### src/rtl/irq_wake_pkg.sv
package irq_wake_pkg;
  localparam int unsigned IRQ_LINES_DEF = 8;
  localparam int unsigned IRQ_SW_LINES  = 2;

  typedef struct packed {
    logic ie;
    logic exl;
    logic erl;
  } status_ctl_t;

  typedef struct packed {
    logic dbg_mode;
    logic thread_exempt;
  } block_ctl_t;
endpackage

### src/rtl/irq_line_match.sv
module irq_line_match #(
  parameter int unsigned NUM_LINES = 8
) (
  input  logic [NUM_LINES-1:0] pend_i,
  input  logic [NUM_LINES-1:0] mask_i,
  output logic                 any_hit_o
);
  logic [NUM_LINES-1:0] hit;

  // one independent gate per line; no priority between lines
  for (genvar g = 0; g < NUM_LINES; g++) begin : g_line
    assign hit[g] = pend_i[g] & mask_i[g];
  end

  assign any_hit_o = |hit;
endmodule

### src/rtl/irq_gate_enable.sv
module irq_gate_enable
  import irq_wake_pkg::*;
(
  input  status_ctl_t st_i,
  input  block_ctl_t  blk_i,
  output logic        enabled_o
);
  logic blocked;

  always_comb begin
    blocked   = st_i.exl | st_i.erl | blk_i.dbg_mode | blk_i.thread_exempt;
    enabled_o = st_i.ie & ~blocked;
  end
endmodule

### src/rtl/irq_wake_take.sv
module irq_wake_take (
  input  logic clk_i,
  input  logic rst_ni,
  input  logic enabled_i,
  input  logic pending_i,
  input  logic r6_wake_i,
  input  logic halted_i,
  output logic wake_o,
  output logic take_o
);
  logic take_q;
  logic wake_qual;

  // strap lets a disabled-but-pending line restart fetch without a take
  assign wake_qual = pending_i & (enabled_i | r6_wake_i);
  assign wake_o    = halted_i & wake_qual;

  always_ff @(posedge clk_i or negedge rst_ni) begin
    if (!rst_ni) take_q <= 1'b0;
    else         take_q <= enabled_i & pending_i;
  end

  assign take_o = take_q;
endmodule

### src/rtl/irq_wake_ctrl.sv
module irq_wake_ctrl
  import irq_wake_pkg::*;
#(
  parameter int unsigned NUM_LINES = IRQ_LINES_DEF
) (
  input  logic                 clk_i,
  input  logic                 rst_ni,
  input  logic                 ie_i,
  input  logic                 exl_i,
  input  logic                 erl_i,
  input  logic [NUM_LINES-1:0] irq_mask_i,
  input  logic [NUM_LINES-1:0] irq_pend_i,
  input  logic                 dbg_mode_i,
  input  logic                 thread_exempt_i,
  input  logic                 r6_wake_i,
  input  logic                 halted_i,
  output logic                 wake_o,
  output logic                 take_o
);
  status_ctl_t st;
  block_ctl_t  blk;
  logic        enabled;
  logic        pending;

  assign st  = '{ie: ie_i, exl: exl_i, erl: erl_i};
  assign blk = '{dbg_mode: dbg_mode_i, thread_exempt: thread_exempt_i};

  irq_line_match #(.NUM_LINES(NUM_LINES)) i_match (
    .pend_i    (irq_pend_i),
    .mask_i    (irq_mask_i),
    .any_hit_o (pending)
  );

  irq_gate_enable i_gate (
    .st_i      (st),
    .blk_i     (blk),
    .enabled_o (enabled)
  );

  irq_wake_take i_decide (
    .clk_i     (clk_i),
    .rst_ni    (rst_ni),
    .enabled_i (enabled),
    .pending_i (pending),
    .r6_wake_i (r6_wake_i),
    .halted_i  (halted_i),
    .wake_o    (wake_o),
    .take_o    (take_o)
  );
endmodule

### config.mk
export PLATFORM = sky130hd
export DESIGN_NAME = irq_wake_ctrl
export DESIGN_NICKNAME = d
export VERILOG_FILES = /design/src/rtl/irq_wake_pkg.sv /design/src/rtl/irq_line_match.sv /design/src/rtl/irq_gate_enable.sv /design/src/rtl/irq_wake_take.sv /design/src/rtl/irq_wake_ctrl.sv
export SDC_FILE = /design/constraint.sdc
export NUM_CORES = 1
export LEC_CHECK = 0
export BUFFER_PORTS_ARGS = -buffer_cell sky130_fd_sc_hd__clkbuf_2
export CAP_MARGIN = 20
export CORE_AREA = 2 2 39 41
export DETAILED_ROUTE_END_ITERATION = 6
export DIE_AREA = 0 0 41 43
export SLEW_MARGIN = 20
export SYNTH_ARGS = -nofsm -noshare
export SYNTH_HDL_FRONTEND = slang
export SYNTH_SLANG_ARGS = --single-unit
export TNS_END_PERCENT = 50
### constraint.sdc
create_clock -name clk_i -period 1.23 [get_ports clk_i]
set_input_delay 0.0615 -clock clk_i [delete_from_list [all_inputs] [get_ports clk_i]]
set_output_delay 0.0615 -clock clk_i [all_outputs]
set_load 0.005 [all_outputs]
==> flow_metrics.py <==
metrics = {
    "power": {
        "static-leakage-power_nw": 0.1557,
        "power.share.sequential": 0.372,
        "relative_contribution_of_the_clock_network_to_total_power": 0,
        "fraction_of_power_spent_switching_nets": 0.2046,
        "ir_worst_vdd_uv": 85.19,
        "net-switching-power_mw": 0.01875,
        "share_of_total_power_in_combinational_logic": 0.628,
        "powerDensity_nw_per_um2": 357.3,
        "cell_internal_power_dissipation_mw": 0.07290,
    },
    "drt": {
        "vias_per_cell": 3.849,
        "dr.first_iter.drc_count": 6,
        "detail_route.wl_per_cell_um": 8.849,
        "wl_um": 469,
        "firstDrtPassIters": 2,
        "antenna_left": 0,
        "route.detailed.drc": 0,
        "routed-via-count": 204,
    },
    "global_route": {
        "groute.usage.overall": 0.04496,
        "grt_overflow": 0,
        "first_pass_grt_wire_length_um": 565,
        "grt_antenna_before_repair": 0,
        "largest_net_degree_at_the_start_of_global_routing": 3,
        "via_count_of_the_first_global_routing_pass": 176,
    },
    "synthesis": {
        "netlist_area_um2": 96.34,
        "synthCells": 10,
        "synth_seq_area_share": 0.2597,
        "average_cell_area_after_synthesis_um2": 9.634,
        "post_synthesis_share_of_cell_area_spent_on_and_or_nand_and_nor_gates": 0.3247,
        "net_count_after_synthesis": 35,
        "synth_adder_area_share": 0,
        "ys_seq_elements": 1,
        "main_combinational_cell_family_by_area_after_synthesis": "compound AO/OA/AOI/OAI gates",
        "post_synth_xor_area_fraction": 0,
        "netlist-cell-type-count": 7,
        "synth_compound_area_frac": 0.4156,
        "synth_warnings": 0,
        "synth_mux_area_frac": 0,
    },
    "floorplanning": {
        "die_h_um": 43,
        "core.rowCount": 14,
        "die_area_um2": 1763,
        "chipWidth_um": 41,
        "floorplan.core_area_um2": 1384,
        "start_util": 0.06962,
        "ios": 27,
    },
    "setup_path": {
        "worstSetupEndpointType": "output port",
        "critical-path-slowest-cell": "a22oi_1",
        "setup.worst_path.class": "input port to output port",
        "critical_path.top_delay_family": "compound AO/OA/AOI/OAI gates",
        "cp.required_ns": 1.17,
        "critical_path_peak_fanout": 2,
        "worstSetupStartpointType": "input port",
        "crit_chain": "clkbuf_2 > a22oi_1 > nand4_1 > o211a_1 > clkbuf_2",
        "worst-endpoint-arrival_ns": 0.75,
        "worst-path-buf-inv": 2,
        "cp-startpoint": "irq_pend_i[7]",
        "crit_top_cell": "clkbuf_2",
        "critPathMaxStageDelay_ns": 0.21,
    },
    "layout": {
        "antenna_cells_inserted": 0,
        "largest_reg_flops": 1,
        "n_fill_cell": 153,
        "finish.net_count": 64,
        "layout-drive-gt1-share": 0.7297,
        "final_cell_mix": "26 x clkbuf_2, 4 x a22oi_1",
        "cell_count_final_fillers_out": 53,
        "multiInputGateArea_um2": 71.32,
        "sequential_standard_cell_area_um2": 25.02,
        "mostFrequentLayoutCell": "clkbuf_2",
        "area_growth_pct": 166.2,
    },
    "sta": {
        "setup-tns-final_ns": 0,
        "share_of_the_clock_period_used_by_the_worst_path_after_layout": 0.6587,
        "final_critical_path_setup_slack_ns": 0.4198,
        "post-route-min-period_ns": 0.8102,
        "setup_viol": 0,
        "grt_setup_unrepaired": "no",
        "worstMarginPinSlew_ns": 0.2412,
        "fmax_ghz": 1.234,
        "report.final.slew_viol_count": 0,
        "finalHoldViolations": 0,
        "timing.max_slew.rel_slack": 0.8379,
    },
    "run_status": {
        "status": "complete, no violations",
    },
    "place": {
        "io_buffers": 26,
        "post-place-cells": 52,
        "dp_slack_ns": 0.4153,
        "hpwlAfterDp_um": 459.2,
        "place_congestion": 0.4477,
    },
    "min_path": {
        "holdCritPathClass": "input port to async pin",
    },
    "flow_run": {
        "drv_cap": 0,
    },
    "clocking": {
        "cts_setup_buffers": 0,
        "cts.clk_slew.worst_paths_ns": 0,
    },
}
[kinds of logic (layout without fill, tap and decap cells)]
family,Yosys count,after routing
flops,1,1
buf+inv,0,27
simple gates,4,4
compound gates,5,5
[final timing paths]
kind / end / slack (ns) / cells past startpoint
worst max-delay path: wake_o / 0.42 / 5
worst min-delay path: i_decide.take_o$_DFF_PN0_ / 0.38 / 2
max in group asynchronous: i_decide.take_o$_DFF_PN0_ / 0.76 / 2
min in group clk_i: i_decide.take_o$_DFF_PN0_ / 0.38 / 3
[per-stage QoR]
step                utilization  total power, mW  hold WS [ns]  area, um2
floorplan                     -          0.04729       -0.2341      96.34
global placement         0.1781          0.08937       -0.1638      246.5
detailed placement       0.1781          0.09000       -0.1612      246.5
CTS                      0.1854          0.09278        0.3853      256.5
global route             0.1854           0.1010        0.4011      256.5
finish                   0.1854          0.09166        0.3802      256.5
[repair_timing]
| action | in CTS | in global routing |
|---|---|---|
| hold buffers | 1 | 0 |
| gates resized for setup | 0 | 0 |
| hold endpoints to repair | 1 | 0 |
[cells in the mapped netlist]
cell type,count,area share
a22oi_1,4,0.31
and2_1,1,0.065
dfrtp_1,1,0.26
nand2b_1,1,0.065
nand4_1,1,0.065
nor4_2,1,0.13
o211a_1,1,0.10
[layout make-up]
class	instances	area share
Timing Repair Buffer	27	0.5463
Multi-Input combinational cell	9	0.2780
Sequential cell	1	0.09756
Tap cell	16	0.07805
[metal layers]
metal  wire length [um]  GRT usage
met1                154    0.04114
met2                182    0.09688
met3                132   0.005236
met4                  0          0
met5                  0          0
[power by group through the flow]
stage / logic, mW / clock network (mW) / registers [mW]
2_1_floorplan: 0.0130 / 0 / 0.0342
3_3_place_gp: 0.0552 / 0 / 0.0342
3_5_place_dp: 0.0559 / 0 / 0.0341
4_1_cts: 0.0586 / 0 / 0.0341
5_1_grt: 0.0667 / 0 / 0.0343
6_report: 0.0575 / 0 / 0.0341
Note: power is estimated with default switching activity, not from simulation.
